==> config.mk <==
export PLATFORM = sky130hd
export DESIGN_NAME = p2p_cfg_regs
export DESIGN_NICKNAME = d
export VERILOG_FILES = /design/src/rtl/p2p_cfg_pkg.sv /design/src/rtl/p2p_cfg_wdec.sv /design/src/rtl/p2p_cfg_window.sv /design/src/rtl/p2p_cfg_upper.sv /design/src/rtl/p2p_cfg_ctl.sv /design/src/rtl/p2p_cfg_regs.sv
export SDC_FILE = /design/constraint.sdc
export NUM_CORES = 1
export LEC_CHECK = 0
export BUFFER_PORTS_ARGS = -buffer_cell sky130_fd_sc_hd__buf_2
export CORE_ASPECT_RATIO = 0.9
export CORE_MARGIN = 4
export CORE_UTILIZATION = 61
export CTS_CLUSTER_DIAMETER = 80
export DETAILED_ROUTE_END_ITERATION = 8
export PLACE_DENSITY = 0.89
export SETUP_SLACK_MARGIN = 0.3
export SYNTH_ARGS = -nofsm -noshare
export SYNTH_HDL_FRONTEND = slang
export SYNTH_HIERARCHICAL = 1
export SYNTH_SLANG_ARGS = --single-unit
==> constraint.sdc <==
create_clock -name clk -period 1.6 [get_ports clk]
set_input_delay 0.08 -clock clk [delete_from_list [all_inputs] [get_ports clk]]
set_output_delay 0.08 -clock clk [all_outputs]
set_load 0.01 [all_outputs]
==> src/rtl/p2p_cfg_pkg.sv <==
package p2p_cfg_pkg;

   // byte offsets whose position is decoded by neighbouring logic
   localparam logic [5:0] OFS_BUS  = 6'h18;
   localparam logic [5:0] OFS_IO   = 6'h1C;
   localparam logic [5:0] OFS_MEM  = 6'h20;
   localparam logic [5:0] OFS_PREF = 6'h24;
   localparam logic [5:0] OFS_PBU  = 6'h28;
   localparam logic [5:0] OFS_PLU  = 6'h2C;
   localparam logic [5:0] OFS_IOU  = 6'h30;
   localparam logic [5:0] OFS_CTL  = 6'h3E;

   // spans whose overlap with a write triggers a remap
   localparam int SPAN_A_LO = 'h1C;
   localparam int SPAN_A_HI = 'h1D;
   localparam int SPAN_B_LO = 'h20;
   localparam int SPAN_B_HI = 'h33;

   localparam int          CTL_BUSRST_BIT = 6;
   localparam logic [15:0] STATUS_CAPS    = 16'h00A0;
   localparam logic [23:0] CLASS_P2P      = 24'h060400;
   localparam logic [6:0]  HDR_BRIDGE     = 7'h01;

   // expand four byte enables into a 32-bit bit mask
   function automatic logic [31:0] lanes32(input logic [3:0] be);
      logic [31:0] m;
      for (int k = 0; k < 4; k++) m[8*k +: 8] = {8{be[k]}};
      return m;
   endfunction

endpackage

==> src/rtl/p2p_cfg_wdec.sv <==
module p2p_cfg_wdec
   import p2p_cfg_pkg::*;
#(
   parameter int ADDR_W = 8
) (
   input  logic              wr,
   input  logic [ADDR_W-1:0] addr,
   input  logic [3:0]        be,
   output logic [63:0]       byte_we,
   output logic              remap_hit
);
   logic       in_space;
   logic [3:0] dw;

   assign dw = addr[5:2];

   if (ADDR_W > 6) begin : g_hi
      assign in_space = (addr[ADDR_W-1:6] == '0);
   end else begin : g_lo
      assign in_space = 1'b1;
   end

   for (genvar i = 0; i < 64; i++) begin : g_byte
      assign byte_we[i] = wr && in_space && (dw == 4'(i / 4)) && be[i % 4];
   end

   assign remap_hit = (|byte_we[SPAN_A_HI:SPAN_A_LO]) | (|byte_we[SPAN_B_HI:SPAN_B_LO]);
endmodule

==> src/rtl/p2p_cfg_window.sv <==
module p2p_cfg_window
   import p2p_cfg_pkg::*;
#(
   parameter int         W    = 16,
   parameter logic [3:0] TYPE = 4'h0
) (
   input  logic            clk,
   input  logic            rst_n,
   input  logic [W/8-1:0]  base_we,
   input  logic [W/8-1:0]  lim_we,
   input  logic [W-1:0]    base_wd,
   input  logic [W-1:0]    lim_wd,
   input  logic            fwd_off,
   output logic [W-1:0]    base_rd,
   output logic [W-1:0]    lim_rd
);
   localparam int         NB   = W / 8;
   localparam logic [W-1:0] MASK = {{(W-4){1'b1}}, 4'h0};

   if (W != 8 && W != 16) begin : g_bad_w
      $error("p2p_cfg_window: W must be 8 or 16");
   end

   logic [W-1:0] base_q, lim_q, bmask, lmask;
   logic [31:0]  bl32, ll32;

   assign bl32  = lanes32(4'(base_we));
   assign ll32  = lanes32(4'(lim_we));
   assign bmask = bl32[W-1:0] & MASK;
   assign lmask = ll32[W-1:0] & MASK;

   always_ff @(posedge clk or negedge rst_n) begin
      if (!rst_n) begin
         base_q <= '0;
         lim_q  <= '0;
      end else if (fwd_off) begin
         base_q <= MASK;
         lim_q  <= '0;
      end else begin
         base_q <= (base_q & ~bmask) | (base_wd & bmask);
         lim_q  <= (lim_q & ~lmask) | (lim_wd & lmask);
      end
   end

   assign base_rd = base_q | W'(TYPE);
   assign lim_rd  = lim_q | W'(TYPE);

   logic unused_nb;
   assign unused_nb = (NB == 0);
endmodule

==> src/rtl/p2p_cfg_upper.sv <==
module p2p_cfg_upper
   import p2p_cfg_pkg::*;
#(
   parameter int W      = 32,
   parameter bit ENABLE = 1'b1
) (
   input  logic            clk,
   input  logic            rst_n,
   input  logic [W/8-1:0]  base_we,
   input  logic [W/8-1:0]  lim_we,
   input  logic [W-1:0]    base_wd,
   input  logic [W-1:0]    lim_wd,
   input  logic            fwd_off,
   output logic [W-1:0]    base_rd,
   output logic [W-1:0]    lim_rd
);
   if (W != 16 && W != 32) begin : g_bad_w
      $error("p2p_cfg_upper: W must be 16 or 32");
   end

   if (ENABLE) begin : g_on
      logic [W-1:0] base_q, lim_q, bmask, lmask;
      logic [31:0]  bl32, ll32;

      assign bl32  = lanes32(4'(base_we));
      assign ll32  = lanes32(4'(lim_we));
      assign bmask = bl32[W-1:0];
      assign lmask = ll32[W-1:0];

      always_ff @(posedge clk or negedge rst_n) begin
         if (!rst_n) begin
            base_q <= '0;
            lim_q  <= '0;
         end else if (fwd_off) begin
            base_q <= '0;
            lim_q  <= '0;
         end else begin
            base_q <= (base_q & ~bmask) | (base_wd & bmask);
            lim_q  <= (lim_q & ~lmask) | (lim_wd & lmask);
         end
      end

      assign base_rd = base_q;
      assign lim_rd  = lim_q;
   end else begin : g_off
      logic unused_in;
      assign unused_in = ^{clk, rst_n, base_we, lim_we, base_wd, lim_wd, fwd_off};
      assign base_rd = '0;
      assign lim_rd  = '0;
   end
endmodule

==> src/rtl/p2p_cfg_ctl.sv <==
module p2p_cfg_ctl
   import p2p_cfg_pkg::*;
(
   input  logic        clk,
   input  logic        rst_n,
   input  logic [3:0]  bus_we,
   input  logic [1:0]  ctl_we,
   input  logic [31:0] wdata,
   output logic [31:0] bus_rd,
   output logic [15:0] ctl_rd,
   output logic        sec_rst_pulse
);
   logic [31:0] bus_q, bus_mask, ctl32;
   logic [15:0] ctl_q, ctl_next;
   logic        sec_q;

   assign bus_mask = lanes32(bus_we);
   assign ctl32    = lanes32({2'b00, ctl_we});
   assign ctl_next = (ctl_q & ~ctl32[15:0]) | (wdata[31:16] & ctl32[15:0]);

   always_ff @(posedge clk or negedge rst_n) begin
      if (!rst_n) begin
         bus_q <= '0;
         ctl_q <= '0;
         sec_q <= 1'b0;
      end else begin
         bus_q <= (bus_q & ~bus_mask) | (wdata & bus_mask);
         ctl_q <= ctl_next;
         sec_q <= ~ctl_q[CTL_BUSRST_BIT] & ctl_next[CTL_BUSRST_BIT];
      end
   end

   assign bus_rd        = bus_q;
   assign ctl_rd        = ctl_q;
   assign sec_rst_pulse = sec_q;

   logic unused_ctl;
   assign unused_ctl = ^ctl32[31:16];
endmodule

==> src/rtl/p2p_cfg_regs.sv <==
module p2p_cfg_regs
   import p2p_cfg_pkg::*;
#(
   parameter int          ADDR_W     = 8,
   parameter logic [15:0] VENDOR_ID  = 16'hABCD,
   parameter logic [15:0] DEVICE_ID  = 16'h1234,
   parameter logic [7:0]  REVISION   = 8'h02,
   parameter bit          MULTI_FUNC = 1'b1,
   parameter bit          IO_32BIT   = 1'b1,
   parameter bit          PREF_64BIT = 1'b1
) (
   input  logic              clk,
   input  logic              rst_n,
   input  logic              cfg_wr,
   input  logic [ADDR_W-1:0] cfg_waddr,
   input  logic [31:0]       cfg_wdata,
   input  logic [3:0]        cfg_wbe,
   input  logic [ADDR_W-1:0] cfg_raddr,
   output logic [31:0]       cfg_rdata,
   input  logic              fwd_off,
   output logic              remap_pulse,
   output logic              sec_rst_pulse
);
   localparam logic [3:0] IO_TYPE   = IO_32BIT   ? 4'h1 : 4'h0;
   localparam logic [3:0] PREF_TYPE = PREF_64BIT ? 4'h1 : 4'h0;

   if (ADDR_W < 6 || ADDR_W > 12) begin : g_bad_addr
      $error("p2p_cfg_regs: ADDR_W must lie in 6..12");
   end

   logic [63:0] bwe;
   logic        remap_hit, remap_q;
   logic [7:0]  io_base, io_lim;
   logic [15:0] mem_base, mem_lim, pref_base, pref_lim, iobu, iolu;
   logic [31:0] pbu_rd, plu_rd, bus_rd;
   logic [15:0] ctl_word;

   p2p_cfg_wdec #(.ADDR_W(ADDR_W)) u_wdec (
      .wr(cfg_wr), .addr(cfg_waddr), .be(cfg_wbe),
      .byte_we(bwe), .remap_hit(remap_hit)
   );

   p2p_cfg_window #(.W(8), .TYPE(IO_TYPE)) u_io (
      .clk, .rst_n,
      .base_we(bwe[OFS_IO]), .lim_we(bwe[OFS_IO + 6'd1]),
      .base_wd(cfg_wdata[7:0]), .lim_wd(cfg_wdata[15:8]),
      .fwd_off, .base_rd(io_base), .lim_rd(io_lim)
   );

   p2p_cfg_window #(.W(16), .TYPE(4'h0)) u_mem (
      .clk, .rst_n,
      .base_we(bwe[OFS_MEM +: 2]), .lim_we(bwe[OFS_MEM + 6'd2 +: 2]),
      .base_wd(cfg_wdata[15:0]), .lim_wd(cfg_wdata[31:16]),
      .fwd_off, .base_rd(mem_base), .lim_rd(mem_lim)
   );

   p2p_cfg_window #(.W(16), .TYPE(PREF_TYPE)) u_pref (
      .clk, .rst_n,
      .base_we(bwe[OFS_PREF +: 2]), .lim_we(bwe[OFS_PREF + 6'd2 +: 2]),
      .base_wd(cfg_wdata[15:0]), .lim_wd(cfg_wdata[31:16]),
      .fwd_off, .base_rd(pref_base), .lim_rd(pref_lim)
   );

   p2p_cfg_upper #(.W(32), .ENABLE(PREF_64BIT)) u_pref_up (
      .clk, .rst_n,
      .base_we(bwe[OFS_PBU +: 4]), .lim_we(bwe[OFS_PLU +: 4]),
      .base_wd(cfg_wdata), .lim_wd(cfg_wdata),
      .fwd_off, .base_rd(pbu_rd), .lim_rd(plu_rd)
   );

   p2p_cfg_upper #(.W(16), .ENABLE(IO_32BIT)) u_io_up (
      .clk, .rst_n,
      .base_we(bwe[OFS_IOU +: 2]), .lim_we(bwe[OFS_IOU + 6'd2 +: 2]),
      .base_wd(cfg_wdata[15:0]), .lim_wd(cfg_wdata[31:16]),
      .fwd_off, .base_rd(iobu), .lim_rd(iolu)
   );

   p2p_cfg_ctl u_ctl (
      .clk, .rst_n,
      .bus_we(bwe[OFS_BUS +: 4]), .ctl_we(bwe[OFS_CTL +: 2]),
      .wdata(cfg_wdata), .bus_rd(bus_rd), .ctl_rd(ctl_word),
      .sec_rst_pulse(sec_rst_pulse)
   );

   always_ff @(posedge clk or negedge rst_n) begin
      if (!rst_n) remap_q <= 1'b0;
      else        remap_q <= remap_hit;
   end
   assign remap_pulse = remap_q;

   // read path
   logic       rd_in_space;
   logic [3:0] rd_dw;
   assign rd_dw = cfg_raddr[5:2];

   if (ADDR_W > 6) begin : g_rd_hi
      assign rd_in_space = (cfg_raddr[ADDR_W-1:6] == '0);
   end else begin : g_rd_lo
      assign rd_in_space = 1'b1;
   end

   always_comb begin
      cfg_rdata = '0;
      if (rd_in_space) begin
         case (rd_dw)
            4'd0:           cfg_rdata = {DEVICE_ID, VENDOR_ID};
            4'd1:           cfg_rdata = {STATUS_CAPS, 16'h0000};
            4'd2:           cfg_rdata = {CLASS_P2P, REVISION};
            4'd3:           cfg_rdata = {8'h00, MULTI_FUNC, HDR_BRIDGE, 16'h0000};
            OFS_BUS[5:2]:   cfg_rdata = bus_rd;
            OFS_IO[5:2]:    cfg_rdata = {STATUS_CAPS, io_lim, io_base};
            OFS_MEM[5:2]:   cfg_rdata = {mem_lim, mem_base};
            OFS_PREF[5:2]:  cfg_rdata = {pref_lim, pref_base};
            OFS_PBU[5:2]:   cfg_rdata = pbu_rd;
            OFS_PLU[5:2]:   cfg_rdata = plu_rd;
            OFS_IOU[5:2]:   cfg_rdata = {iolu, iobu};
            OFS_CTL[5:2]:   cfg_rdata = {ctl_word, 16'h0000};
            default:        cfg_rdata = '0;
         endcase
      end
   end

   logic unused_bits;
   assign unused_bits = ^{bwe, cfg_raddr[1:0]};
endmodule

Word level (Yosys, flattened, before mapping)
Index checks and enable logic that the tools add are counted.
{"block": "totals", "regBits": 226, "out_inout_bits": 34}
{"block": "op_classes", "eq_ne": 19, "mux": 12, "bitwise_logic": 51, "n_reduce_logical": 42}
{"operator": "one-hot mux 32 bit (12 select lines)", "n": 1}
{"operator": "AND 16 bit", "n": 14}
{"operator": "AND 32 bit", "n": 6}
{"operator": "inverter 16 bit", "n": 7}
{"operator": "OR 16 bit", "n": 7}
{"operator": "2-to-1 mux 16 bit", "n": 6}
{"operator": "2-to-1 mux 32 bit", "n": 3}
{"operator": "inverter 32 bit", "n": 3}
{"operator": "OR 32 bit", "n": 3}
{"operator": "== test 4 bit, second input constant", "n": 12}
{"operator": "logical AND 1 bit", "n": 37}
{"operator": "AND 8 bit", "n": 4}
{"operator": "OR reduction 20 bit", "n": 1}
{"operator": "== test 4 x 3 -> 1 bit, second input constant", "n": 4}
{"operator": "2-to-1 mux 8 bit", "n": 2}
{"operator": "inverter 8 bit", "n": 2}
{"operator": "OR 8 bit", "n": 2}
{"operator": "== test 4 x 2 -> 1 bit, second input constant", "n": 2}
{"operator": "== test 4 x 1 -> 1 bit, second input constant", "n": 1}
{"operator": "zero test 2 bit", "n": 2}
{"operator": "zero test 4 bit", "n": 1}
{"operator": "OR reduction 2 bit", "n": 1}
{"operator": "AND 1 bit", "n": 1}
{"operator": "inverter 1 bit", "n": 1}
{"operator": "OR 1 bit", "n": 1}

Logic depth before layout (Yosys ltp)
Gate-level depths: netlist of run 1.
{"block": "logic_depth", "ltp_word": 8, "mapped_depth": 7, "depth_no_buf": 5}

By module
Netlist of run 1, hierarchy kept.
{"module": "p2p_cfg_upper at u_pref_up", "n_inst": 1, "cells_per_inst": 207, "area_each_um2": 2651.3}
{"module": "p2p_cfg_regs", "n_inst": 1, "cells_per_inst": 307, "area_each_um2": 2140.8}
{"module": "p2p_cfg_ctl", "n_inst": 1, "cells_per_inst": 104, "area_each_um2": 2024.4}
{"module": "p2p_cfg_upper at u_io_up", "n_inst": 1, "cells_per_inst": 103, "area_each_um2": 1301.2}
{"module": "p2p_cfg_window at u_pref", "n_inst": 1, "cells_per_inst": 87, "area_each_um2": 1049.8}
{"module": "p2p_cfg_window at u_mem", "n_inst": 1, "cells_per_inst": 86, "area_each_um2": 1046.0}
{"module": "p2p_cfg_wdec", "n_inst": 1, "cells_per_inst": 103, "area_each_um2": 505.5}
{"module": "p2p_cfg_window at u_io", "n_inst": 1, "cells_per_inst": 36, "area_each_um2": 391.6}

Worst setup path before layout of run 1
No wires, ideal clock.
{"block": "synth_timing", "kind": "input -> register", "start": "in cfg_waddr[6]", "end": "reg u_pref.base_q[13]", "arrival_ps": 1416, "t_required_ps": 1476, "slack_ps": 61, "stages": 7, "n_path_buf": 2, "path_cell_list": "and4bb_2 nand2b_1 buf_2 nor2_1 buf_6 nor2b_1 a211o_1"}
{"block": "synth_between", "elab_chain_len": 8, "word_cells_on_any_way": 9, "classes_between": "mux: 1; bitwise: 4; reduce/logical: 4"}
{"item": "from (decl)", "line_no": "p2p_cfg_regs.sv:15", "rtl": "input logic [ADDR_W-1:0] cfg_waddr,"}
{"item": "zero test 2 bit (*)", "line_no": "p2p_cfg_wdec.sv:18", "rtl": "assign in_space = (addr[ADDR_W-1:6] == '0);"}
{"item": "logical AND 1 bit (*)"}
{"item": "logical AND 1 bit (*) (2 in a row)", "line_no": "p2p_cfg_wdec.sv:24", "rtl": "assign byte_we[i] = wr && in_space && (dw == 4'(i / 4)) && be[i % 4];"}
{"item": "net bwe[37]", "line_no": "p2p_cfg_regs.sv:31", "rtl": "logic [63:0] bwe;"}
{"item": "inverter 16 bit", "line_no": "p2p_cfg_window.sv:40", "rtl": "base_q <= (base_q & ~bmask) | (base_wd & bmask);"}
{"item": "AND 16 bit", "line_no": "p2p_cfg_window.sv:40"}
{"item": "OR 16 bit (*)", "line_no": "p2p_cfg_window.sv:40"}
{"item": "2-to-1 mux 16 bit (*)", "line_no": "p2p_cfg_window.sv:36", "rtl": "end else if (fwd_off) begin"}
{"item": "to (signal assigned)", "line_no": "p2p_cfg_window.sv:40"}
{"item": "to (decl)", "line_no": "p2p_cfg_window.sv:24", "rtl": "logic [W-1:0] base_q, lim_q, bmask, lmask;"}
The timed path passes the listed nets; every way through them passes the cells marked *.

Worst setup path in the final report of run 1
{"block": "layout_timing", "start": "reg u_pref.lim_q[12]", "end": "out cfg_rdata[28]"}
{"block": "layout_between", "elab_chain_len": 2}
{"item": "from (decl)", "line_no": "p2p_cfg_window.sv:24"}
{"item": "from (signal assigned)", "line_no": "p2p_cfg_window.sv:41", "rtl": "lim_q <= (lim_q & ~lmask) | (lim_wd & lmask);"}
{"item": "one-hot mux 32 bit (12 select lines)", "line_no": "p2p_cfg_regs.sv:105", "rtl": "case (rd_dw)"}
{"item": "2-to-1 mux 32 bit", "line_no": "p2p_cfg_regs.sv:104", "rtl": "if (rd_in_space) begin"}
{"item": "to (decl)", "line_no": "p2p_cfg_regs.sv:19", "rtl": "output logic [31:0] cfg_rdata,"}
No other way between the ends.

==> results of run 1 <==
==> state kept, by name, summed over array words and instances, names as in the netlist <==
register,count
u_pref/lim_q,12
u_mem/base_rd,12
u_ctl/ctl_rd,16
u_io_up/base_rd,16
u_io/lim_q,4
remap_pulse,1
u_pref_up/base_rd,32
u_io/base_q,4
u_ctl/bus_rd,32
u_io_up/lim_rd,16
u_ctl/sec_rst_pulse,1
u_mem/lim_rd,12
u_pref_up/lim_rd,32
u_pref/base_q,12
==> metal layers <==
metal  part of all wire  vias to the layer above  wire [um]  GRT usage
li1                   -                     3947          -          -
met1               0.36                     4710      13100      0.436
met2               0.47                      716      17000      0.566
met3               0.11                      239       3890     0.0809
met4              0.065                        2       2370      0.193
met5            0.00030                        -         11          0
==> area by class of cell <==
type,count,area (um^2),share of cell area
Antenna cell,1,2.50,0.000179
Clock buffer,36,704,0.0504
Tap cell,240,300,0.0215
Inverter,3,11.3,0.000806
Timing Repair Buffer,284,2330,0.167
Sequential cell,202,5050,0.362
Clock inverter,4,47.5,0.00340
Multi-Input combinational cell,702,5530,0.395
==> layout by cell type, fill, tap and decap left out, types with 10 or more instances in the layout <==
cell type and n:
and2_1 16, nor2b_1 35, o21ai_0 12, a22o_1 26, conb_1 24, buf_12 23, nand2_1 29, buf_2 79
a21oi_1 15, a22oi_1 22, a211o_1 16, nor2_1 153, a21oi_2 18, clkbuf_16 23, o22a_1 16, a211o_2 12
buf_4 142, mux2i_1 134, dfrtp_1 202, dlygate4sd3_1 34, mux2_4 56, mux2_2 10
==> repair_timing <==
item                                    CTS  global route
hold buffers                             35             0
gates resized for setup                  41            28
endpoints found under the hold margin   383             0
setup buffers                            15            10
endpoints found under the setup margin   32            38
pin swaps                                36            16
==> power by group through the flow <==
stage	combinational [mW]	clock [mW]	sequential [mW]
final	1.46	5.27	5.29
after global routing	1.54	5.48	5.30
after CTS	1.38	5.27	5.29
after detailed placement	1.25	0	5.38
after global placement	1.21	0	5.37
after floorplan	0.642	0	5.35
==> path summary, 6_finish.rpt <==
check	start	end	depth (start not counted)
setup / recovery	u_pref/lim_q[12]$_DFF_PN0_	cfg_rdata[28]	5
hold / removal	cfg_waddr[7]	remap_pulse$_DFF_PN0_	4
setup reg to reg	u_mem/base_rd[6]$_DFF_PN0_	u_mem/base_rd[6]$_DFF_PN0_	4
hold reg to reg	u_ctl/bus_rd[8]$_DFFE_PN0P_	u_ctl/bus_rd[8]$_DFFE_PN0P_	1
max in group asynchronous	rst_n	u_ctl/ctl_rd[2]$_DFFE_PN0P_	3
min in group asynchronous	rst_n	u_pref/lim_q[6]$_DFF_PN0_	2
==> tightest hold or removal path: cells and delay by family <==
family	cells	cell delay, ns
simple gates	1	0.06
compound gates	2	0.17
buf+inv	1	0.11
==> metrics by stage <==
stage / worst slack [ns] / std cells
final: -0.392 / 1472
after global routing: -0.469 / 1471
after CTS: -0.349 / 1462
after detailed placement: -0.221 / 1372
after global placement: -0.213 / 1372
after floorplan: 0.264 / 1013
==> key figures, run 1 <==
Outcome
  – Status: finished, violations left
  – Failing checks: hold timing, setup timing

Power and ir drop
  – Sw Share: 0.249
  – Part of the power in registers: 0.440
  – Pint: 9.03 mW
  – Switch Pwr: 3.00 mW
  – Power Density: 860 nW/um^2
  – Leak Pwr: 6.05 nW
  – Tot Pwr: 12.0 mW
  – Peak VDD IR: 0.749 mV
  – Comb pwr share: 0.122
  – Clock power share: 0.438

GRT
  – Grt ovf: 0
  – Total GRT Usage: 0.350
  – First-pass GRT wire length: 55.0 mm
  – Largest net degree at the start of global routing: 57
  – Number of global-route vias before repair: 9957
  – Initial antenna violation count: 1

Yosys
  – Synth Cell Area: 10900 um^2
  – Syn Area/Cell: 11.0 um^2
  – Synth Instances: 994
  – Synth warnings: 6

Die
  – CORE AREA: 17600 um^2
  – # IOs: 90
  – Die H: 135 um
  – Die area: 20100 um^2
  – Die W: 149 um
  – # rows: 46
  – Initial core utilization: 0.621

STA
  – RSZ-0062 raised after global routing: yes
  – Final hold slack: -0.0444 ns
  – Final period utilization: 1.25
  – Final setup viols: 23
  – Max Freq: 502 MHz
  – Slew HR: 0.522
  – Clk_skew: 0.000156 ns
  – Setup TNS: -4.23 ns
  – Fin. Hold Viols: 1
  – Slew Limit Fails: 0
  – Least-Margin Pin Slew: 0.717 ns
  – Final WS setup: -0.392 ns
  – Fin crit period: 1.99 ns

Routing
  – Number of DRC markers in iteration 0: 1167
  – DRC: 0
  – Total wire length: 36.4 mm
  – Avg Vias per Cell: 6.53
  – Via count: 9614
  – Wire per inst: 24.7 um
  – TritonRoute pass-1 iters: 8
  – Post-route ant nets: 0

Finish
  – Final Instance Area: 14000 um^2
  – FILL cells: 992
  – Share of post-route cells with drive strength above 1: 0.347
  – Final nets: 1271
  – Finished Core Util: 0.794
  – Area delta synth->final: 27.9%

Worst setup path
  – Top delay family on crit path: compound AO/OA/AOI/OAI gates
  – Setup crit end kind: output port
  – CP startpoint kind: register
  – WP data required: 1.52 ns
  – Critical Path AT: 1.91 ns
  – Buf/Inv on CP: 2
  – CP max stage delay: 0.39 ns
  – Slowest cell on crit path: dfrtp_1
  – Crit path kind: reg -> out
  – Max FO, Critical Path: 2
  – R2r setup slk: 0.42 ns
  – CP cell instances: mux2_4 > a222oi_1 > buf_4 > a21oi_4 > buf_6

Placed design
  – PortBufs: 85
  – Final GP Congestion: 0.934
  – DP Wirelength: 22.2 mm
  – Post-Place Cell Area: 12400 um^2

Clocking
  – Num Clock Sinks: 202
  – CTS Root Cell: clkbuf_16
  – H-tree level count: 1
  – Clock transition at the registers of the reported paths: 0.07 ns
  – Total CTS buffers: 22
  – Clk buf depth: 3
  – CTS tree: yes
  – Insertion delay to the later sink of the worst-skew pair: 0.50 ns

Run
  – Max-cap viol count: 0

Hold path
  – Worst hold path class: in -> reg
No activity file was read; power rests on OpenSTA's default activity.
==> run 2, diff against run 1 <==
--- a/config.mk
+++ b/config.mk
@@ -12,7 +12,6 @@
 export CTS_CLUSTER_DIAMETER = 80
 export DETAILED_ROUTE_END_ITERATION = 8
 export PLACE_DENSITY = 0.89
-export SETUP_SLACK_MARGIN = 0.3
 export SYNTH_ARGS = -nofsm -noshare
 export SYNTH_HDL_FRONTEND = slang
 export SYNTH_HIERARCHICAL = 1
==> key figures, run 2 (synthesis results as in run 1) <==
Finish
  – Most frequent cells in the layout: dfrtp_1 (202), nor2_1 (157), mux2i_1 (133), buf_4 (129), buf_2 (79)
  – Share of post-route cells with drive strength above 1: 0.336 (-0.0108)
  – Area delta synth->final: 25.7%
  – Layout Cells excl Fill: 1458 (-0.95%)
  – Finished Core Util: 0.780 (-0.0133)
  – Final nets: 1258 (-1.0%)
  – Commonest non-fill, non-tap cell in the layout: dfrtp_1
  – Final Instance Area: 13700 um^2 (-1.7%)

Power and ir drop
  – Leak Pwr: 5.95 nW (-1.7%)
  – Peak VDD IR: 0.668 mV (-11%)
  – Power Density: 869 nW/um^2 (+1.0%)

Worst setup path
  – Critical Path AT: 1.93 ns (+0.02 ns)
  – Crit path kind: reg -> out
  – Setup crit end kind: output port
  – Crit path from: u_pref_up/lim_rd[17]$_DFF_PN0_
  – Max FO, Critical Path: 2 (unchanged)
  – CP startpoint kind: register
  – Reg2reg start: u_ctl/bus_rd[11]$_DFFE_PN0P_
  – WP data required: 1.52 ns (about the same)
  – R2r setup slk: 0.59 ns (+0.17 ns)

Placed design
  – DP Wirelength: 22.1 mm (-0.20%)
  – PortBufs: 85 (unchanged)
  – Dpl cells: 1363 (-0.66%)
  – Final GP Congestion: 0.927 (-0.81%)
  – Post-Place Cell Area: 12200 um^2 (-1.8%)

Routing
  – TritonRoute pass-1 iters: 6 (-2)
  – Avg Vias per Cell: 6.57 (+0.53%)
  – Wire per inst: 24.6 um (-0.53%)
  – DRC: 0 (unchanged)
  – Post-route ant nets: 0 (unchanged)
  – Total wire length: 35.8 mm (-1.5%)
  – Number of DRC markers in iteration 0: 1311 (+12%)
  – Via count: 9573 (-0.43%)

STA
  – Least-Margin Pin Slew: 0.517 ns (-0.200 ns)
  – Final period utilization: 1.26 (+0.0108)
  – Setup TNS: -4.25 ns (-0.0203 ns)
  – Fin. Hold Viols: 0 (-1)
  – Final setup viols: 26 (+13%)
  – Clk_skew: 0.000624 ns (+0.000469 ns)
  – Slew Limit Fails: 0 (unchanged)
  – RSZ-0062 raised after global routing: yes
  – Final WS setup: -0.409 ns (-0.0173 ns)
  – Final hold slack: 0.0220 ns (+0.0664 ns)
  – Fin crit period: 2.01 ns (+0.0173 ns)
  – Slew HR: 0.655 (+0.133)
  – Max Freq: 498 MHz (-0.86%)

Outcome
  – Failing checks: setup timing
  – Status: finished, violations left

Die
  – Initial core utilization: 0.621 (unchanged)
  – CORE AREA: 17600 um^2 (unchanged)
  – # rows: 46 (unchanged)
  – Die area: 20100 um^2 (unchanged)
  – Die H: 135 um (unchanged)
  – Die W: 149 um (unchanged)
  – # IOs: 90 (unchanged)

Clocking
  – Num Clock Sinks: 202 (unchanged)
  – CTS tree: yes
  – Clk buf depth: 3 (unchanged)
  – Total CTS buffers: 22 (unchanged)
  – H-tree level count: 1 (unchanged)
  – Clock transition at the registers of the reported paths: 0.06 ns (about the same)
  – Insertion delay to the later sink of the worst-skew pair: 0.51 ns (about the same)
  – CTS Root Cell: clkbuf_16

GRT
  – Grt ovf: 0 (unchanged)
  – Initial antenna violation count: 2 (+1)
  – Largest net degree at the start of global routing: 57 (unchanged)
  – Number of global-route vias before repair: 9916 (-0.41%)
  – First-pass GRT wire length: 54.2 mm (-1.4%)
  – Total GRT Usage: 0.344 (-0.00594)

Hold path
  – Hold_sp: cfg_wbe[2]
  – Worst hold path class: in -> reg

Run
  – Max-cap viol count: 0 (unchanged)
## run 2: cell types whose count changed in the layout (fill, tap and decap cells not counted), sizes merged
cell         previous run  this run
buf                   249       231
clkinv                  2         5
clkbuf                 37        35
dlygate4sd3            34        36
bufinv                  1         2
clkinvlp                1         0
inv                     3         4
## run 2: per-layer routing
layer	part of all wire	vias to the layer above	wire, um	GRT usage
li1	-	3914	-	-
met1	0.36	4715	13000	0.433
met2	0.46	696	16700	0.548
met3	0.11	246	3790	0.0839
met4	0.066	2	2380	0.191
met5	0.00036	-	13	0
## run 2: critical path, cell delays in order (launching register included)
cell and delay, ns:
dfrtp_1 0.39, mux2_4 0.27, a221o_1 0.31, a32oi_1 0.23, nor2_1 0.07, buf_2 0.14
## run 2: path summary, 6_finish.rpt
path / to / cells after the start
hold reg to reg: u_ctl/ctl_rd[4]$_DFFE_PN0P_ / 1
max in group asynchronous: u_mem/lim_rd[13]$_DFF_PN0_ / 3
setup / recovery: cfg_rdata[17] / 5
min in group asynchronous: u_ctl/sec_rst_pulse$_DFF_PN0_ / 2
setup reg to reg: u_ctl/bus_rd[11]$_DFFE_PN0P_ / 3
hold / removal: remap_pulse$_DFF_PN0_ / 3
## run 2: stage by stage
| stage | total power, mW | setup WS, ns |
|---|---|---|
| finish | 11.9 | -0.409 |
| detailed placement | 6.58 | -0.140 |
| global route | 12.3 | -0.482 |
| floorplan | 5.99 | 0.0606 |
| CTS | 11.9 | -0.346 |
| global placement | 6.54 | -0.111 |
## run 2: cell type report
class / count / area, um^2
fill: 1023 / 3870
inverter: 3 / 11.3
antenna: 1 / 2.50
sequential: 202 / 5050
clock inverter: 8 / 96.3
tap: 240 / 300
timing repair buffer: 271 / 2150
multi-input combinational: 702 / 5480
clock buffer: 31 / 646
## run 2: power by group
| group | total, mW | switching, mW | internal, mW |
|---|---|---|---|
| clock | 5.24 | 2.10 | 3.14 |
| sequential | 5.29 | 0.0748 | 5.22 |
| combinational | 1.41 | 0.794 | 0.616 |
| total | 11.9 | 2.97 | 8.97 |
## run 2: repair_timing
action / in CTS / in global routing
pin swaps: 31 / 21
hold buffers: 36 / 0
buffers inserted: 12 / 7
setup endpoints to repair: 31 / 42
resized for setup: 29 / 48
endpoints found under the hold margin: 310 / 0
==> run 3, diff against run 2 <==
--- a/config.mk
+++ b/config.mk
@@ -12,6 +12,8 @@
 export CTS_CLUSTER_DIAMETER = 80
 export DETAILED_ROUTE_END_ITERATION = 8
 export PLACE_DENSITY = 0.89
+export RECOVER_POWER = 100
+export SETUP_SLACK_MARGIN = 0.2
 export SYNTH_ARGS = -nofsm -noshare
 export SYNTH_HDL_FRONTEND = slang
 export SYNTH_HIERARCHICAL = 1
==> key figures, run 3 (synthesis results as in run 1) <==
STA
  – Fin. Hold Viols: 0 (unchanged)
  – Least-Margin Pin Slew: 1.36 ns (+0.843 ns)
  – Final period utilization: 1.29 (+0.0384)
  – Max Freq: 483 MHz (-3.0%)
  – Final WS setup: -0.471 ns (-0.0614 ns)
  – Final setup viols: 58 (+120%)
  – RSZ-0062 raised after global routing: yes
  – Slew Limit Fails: 0 (unchanged)
  – Setup TNS: -5.86 ns (-1.61 ns)
  – Slew HR: 0.0935 (-0.562)
  – Fin crit period: 2.07 ns (+0.0614 ns)
  – Clk_skew: 0.000293 ns (-0.000331 ns)

Die
  – Die area: 20100 um^2 (unchanged)
  – # IOs: 90 (unchanged)
  – CORE AREA: 17600 um^2 (unchanged)
  – # rows: 46 (unchanged)
  – Initial core utilization: 0.621 (unchanged)
  – Die H: 135 um (unchanged)
  – Die W: 149 um (unchanged)

Clocking
  – Total CTS buffers: 22 (unchanged)
  – Insertion delay to the later sink of the worst-skew pair: 0.50 ns (about the same)
  – CTS tree: yes
  – Clock transition at the registers of the reported paths: 0.06 ns (about the same)
  – CTS Root Cell: clkbuf_16
  – Clk buf depth: 3 (unchanged)
  – H-tree level count: 1 (unchanged)
  – Num Clock Sinks: 202 (unchanged)

Placed design
  – PortBufs: 85 (unchanged)
  – Post-Place Cell Area: 12200 um^2 (+0.33%)
  – Pre-CTS setup slack: -0.0818 ns (+0.0586 ns)
  – Final GP Congestion: 0.982 (+5.9%)
  – DP Wirelength: 21.7 mm (-2.1%)
  – Dpl cells: 1362 (-0.073%)

Finish
  – Area delta synth->final: 23.5%
  – Commonest non-fill, non-tap cell in the layout: dfrtp_1
  – Layout Cells excl Fill: 1463 (+0.34%)
  – Final Instance Area: 13500 um^2 (-1.8%)
  – FILL cells: 1061 (+3.7%)
  – Most frequent cells in the layout: dfrtp_1 (202), nor2_1 (157), mux2i_1 (134), buf_4 (106), buf_2 (72)
  – Share of post-route cells with drive strength above 1: 0.298 (-0.0383)
  – Final nets: 1260 (+0.16%)

Routing
  – Post-route ant nets: 0 (unchanged)
  – Avg Vias per Cell: 6.70 (+2.1%)
  – Total wire length: 37.3 mm (+4.2%)
  – Wire per inst: 25.5 um (+3.9%)
  – Number of DRC markers in iteration 0: 1335 (+1.8%)
  – DRC: 0 (unchanged)
  – TritonRoute pass-1 iters: 9 (+3)
  – Via count: 9806 (+2.4%)

Worst setup path
  – Critical Path AT: 1.99 ns (+0.06 ns)
  – Setup crit end kind: output port
  – Crit path kind: reg -> out
  – WP data required: 1.52 ns (about the same)
  – CP startpoint kind: register
  – Max FO, Critical Path: 2 (unchanged)

Power and ir drop
  – Leak Pwr: 5.80 nW (-2.5%)
  – Peak VDD IR: 0.750 mV (+12%)
  – Tot Pwr: 12.0 mW (+0.22%)
  – Power Density: 887 nW/um^2 (+2.0%)

Run
  – Max-cap viol count: 0 (unchanged)

GRT
  – Total GRT Usage: 0.346 (+0.00245)
  – First-pass GRT wire length: 54.6 mm (+0.83%)
  – Number of global-route vias before repair: 9921 (+0.050%)
  – Largest net degree at the start of global routing: 53 (-7.0%)
  – Initial antenna violation count: 5 (+3)
  – Grt ovf: 0 (unchanged)

Hold path
  – Worst hold path class: in -> reg

Outcome
  – Status: finished, violations left
  – Failing checks: setup timing
[run 3: cell types whose count changed in the layout (fill, tap and decap cells not counted), sizes merged]
cell,previous run,this run
diode,1,4
bufinv,2,3
clkbuf,35,75
dlygate4sd3,36,38
buf,231,191
inv,4,3
[run 3: area by class of cell]
class                      instances  area, um^2  share of cell area
sequential                       202        5050               0.374
tap                              240         300              0.0222
clock inverter                     8         115             0.00853
timing repair buffer             273        1980               0.146
clock buffer                      31         616              0.0456
inverter                           3        11.3            0.000834
multi-input combinational        702        5420               0.401
antenna                            4        10.0            0.000741
[run 3: metal layers]
layer	track usage	wire length, um	vias to the layer above
li1	-	-	3926
met1	0.453	13100	4702
met2	0.556	17000	910
met3	0.0691	4670	264
met4	0.168	2550	4
met5	0	27	-
[run 3: final timing paths]
path / cells after the start / slack (ns) / from / endpoint
worst max-delay path: 5 / -0.47 / u_pref_up/lim_rd[17]$_DFF_PN0_ / cfg_rdata[17]
worst min-delay path: 3 / 0.09 / cfg_wbe[2] / remap_pulse$_DFF_PN0_
worst max register to register: 4 / 0.58 / u_pref/lim_q[9]$_DFF_PN0_ / u_pref/lim_q[9]$_DFF_PN0_
worst min register to register: 1 / 0.49 / u_ctl/ctl_rd[0]$_DFFE_PN0P_ / u_ctl/ctl_rd[0]$_DFFE_PN0P_
max in group asynchronous: 3 / 0.24 / rst_n / u_pref_up/base_rd[24]$_DFF_PN0_
min in group asynchronous: 2 / 0.43 / rst_n / u_pref/lim_q[5]$_DFF_PN0_
[run 3: per-stage QoR]
step / hold slack, ns / utilization
after floorplan: -0.216 / -
after detailed placement: 0.0685 / 0.694
after CTS: 0.0325 / 0.771
after global placement: 0.0686 / 0.694
final: 0.0940 / 0.766
after global routing: 0.0736 / 0.766
[run 3: repair_timing]
| action | CTS | global route |
|---|---|---|
| setup buffers | 11 | 9 |
| gates resized for setup | 43 | 25 |
| endpoints found under the setup margin | 32 | 33 |
| pin swaps | 33 | 15 |
| endpoints found under the hold margin | 400 | 0 |
| hold buffers | 38 | 0 |
[run 3: power by group]
group	switching, mW	leakage, nW	internal, mW
logic	0.808	2.78	0.589
registers	0.0777	2.66	5.22
clock network	2.12	0.361	3.16
[run 3: critical path, stage by stage (launching register included)]
cell and delay, ns:
dfrtp_1 0.41, mux2_4 0.28, a221o_1 0.29, a32oi_1 0.25, nor2_1 0.10, buf_2 0.15
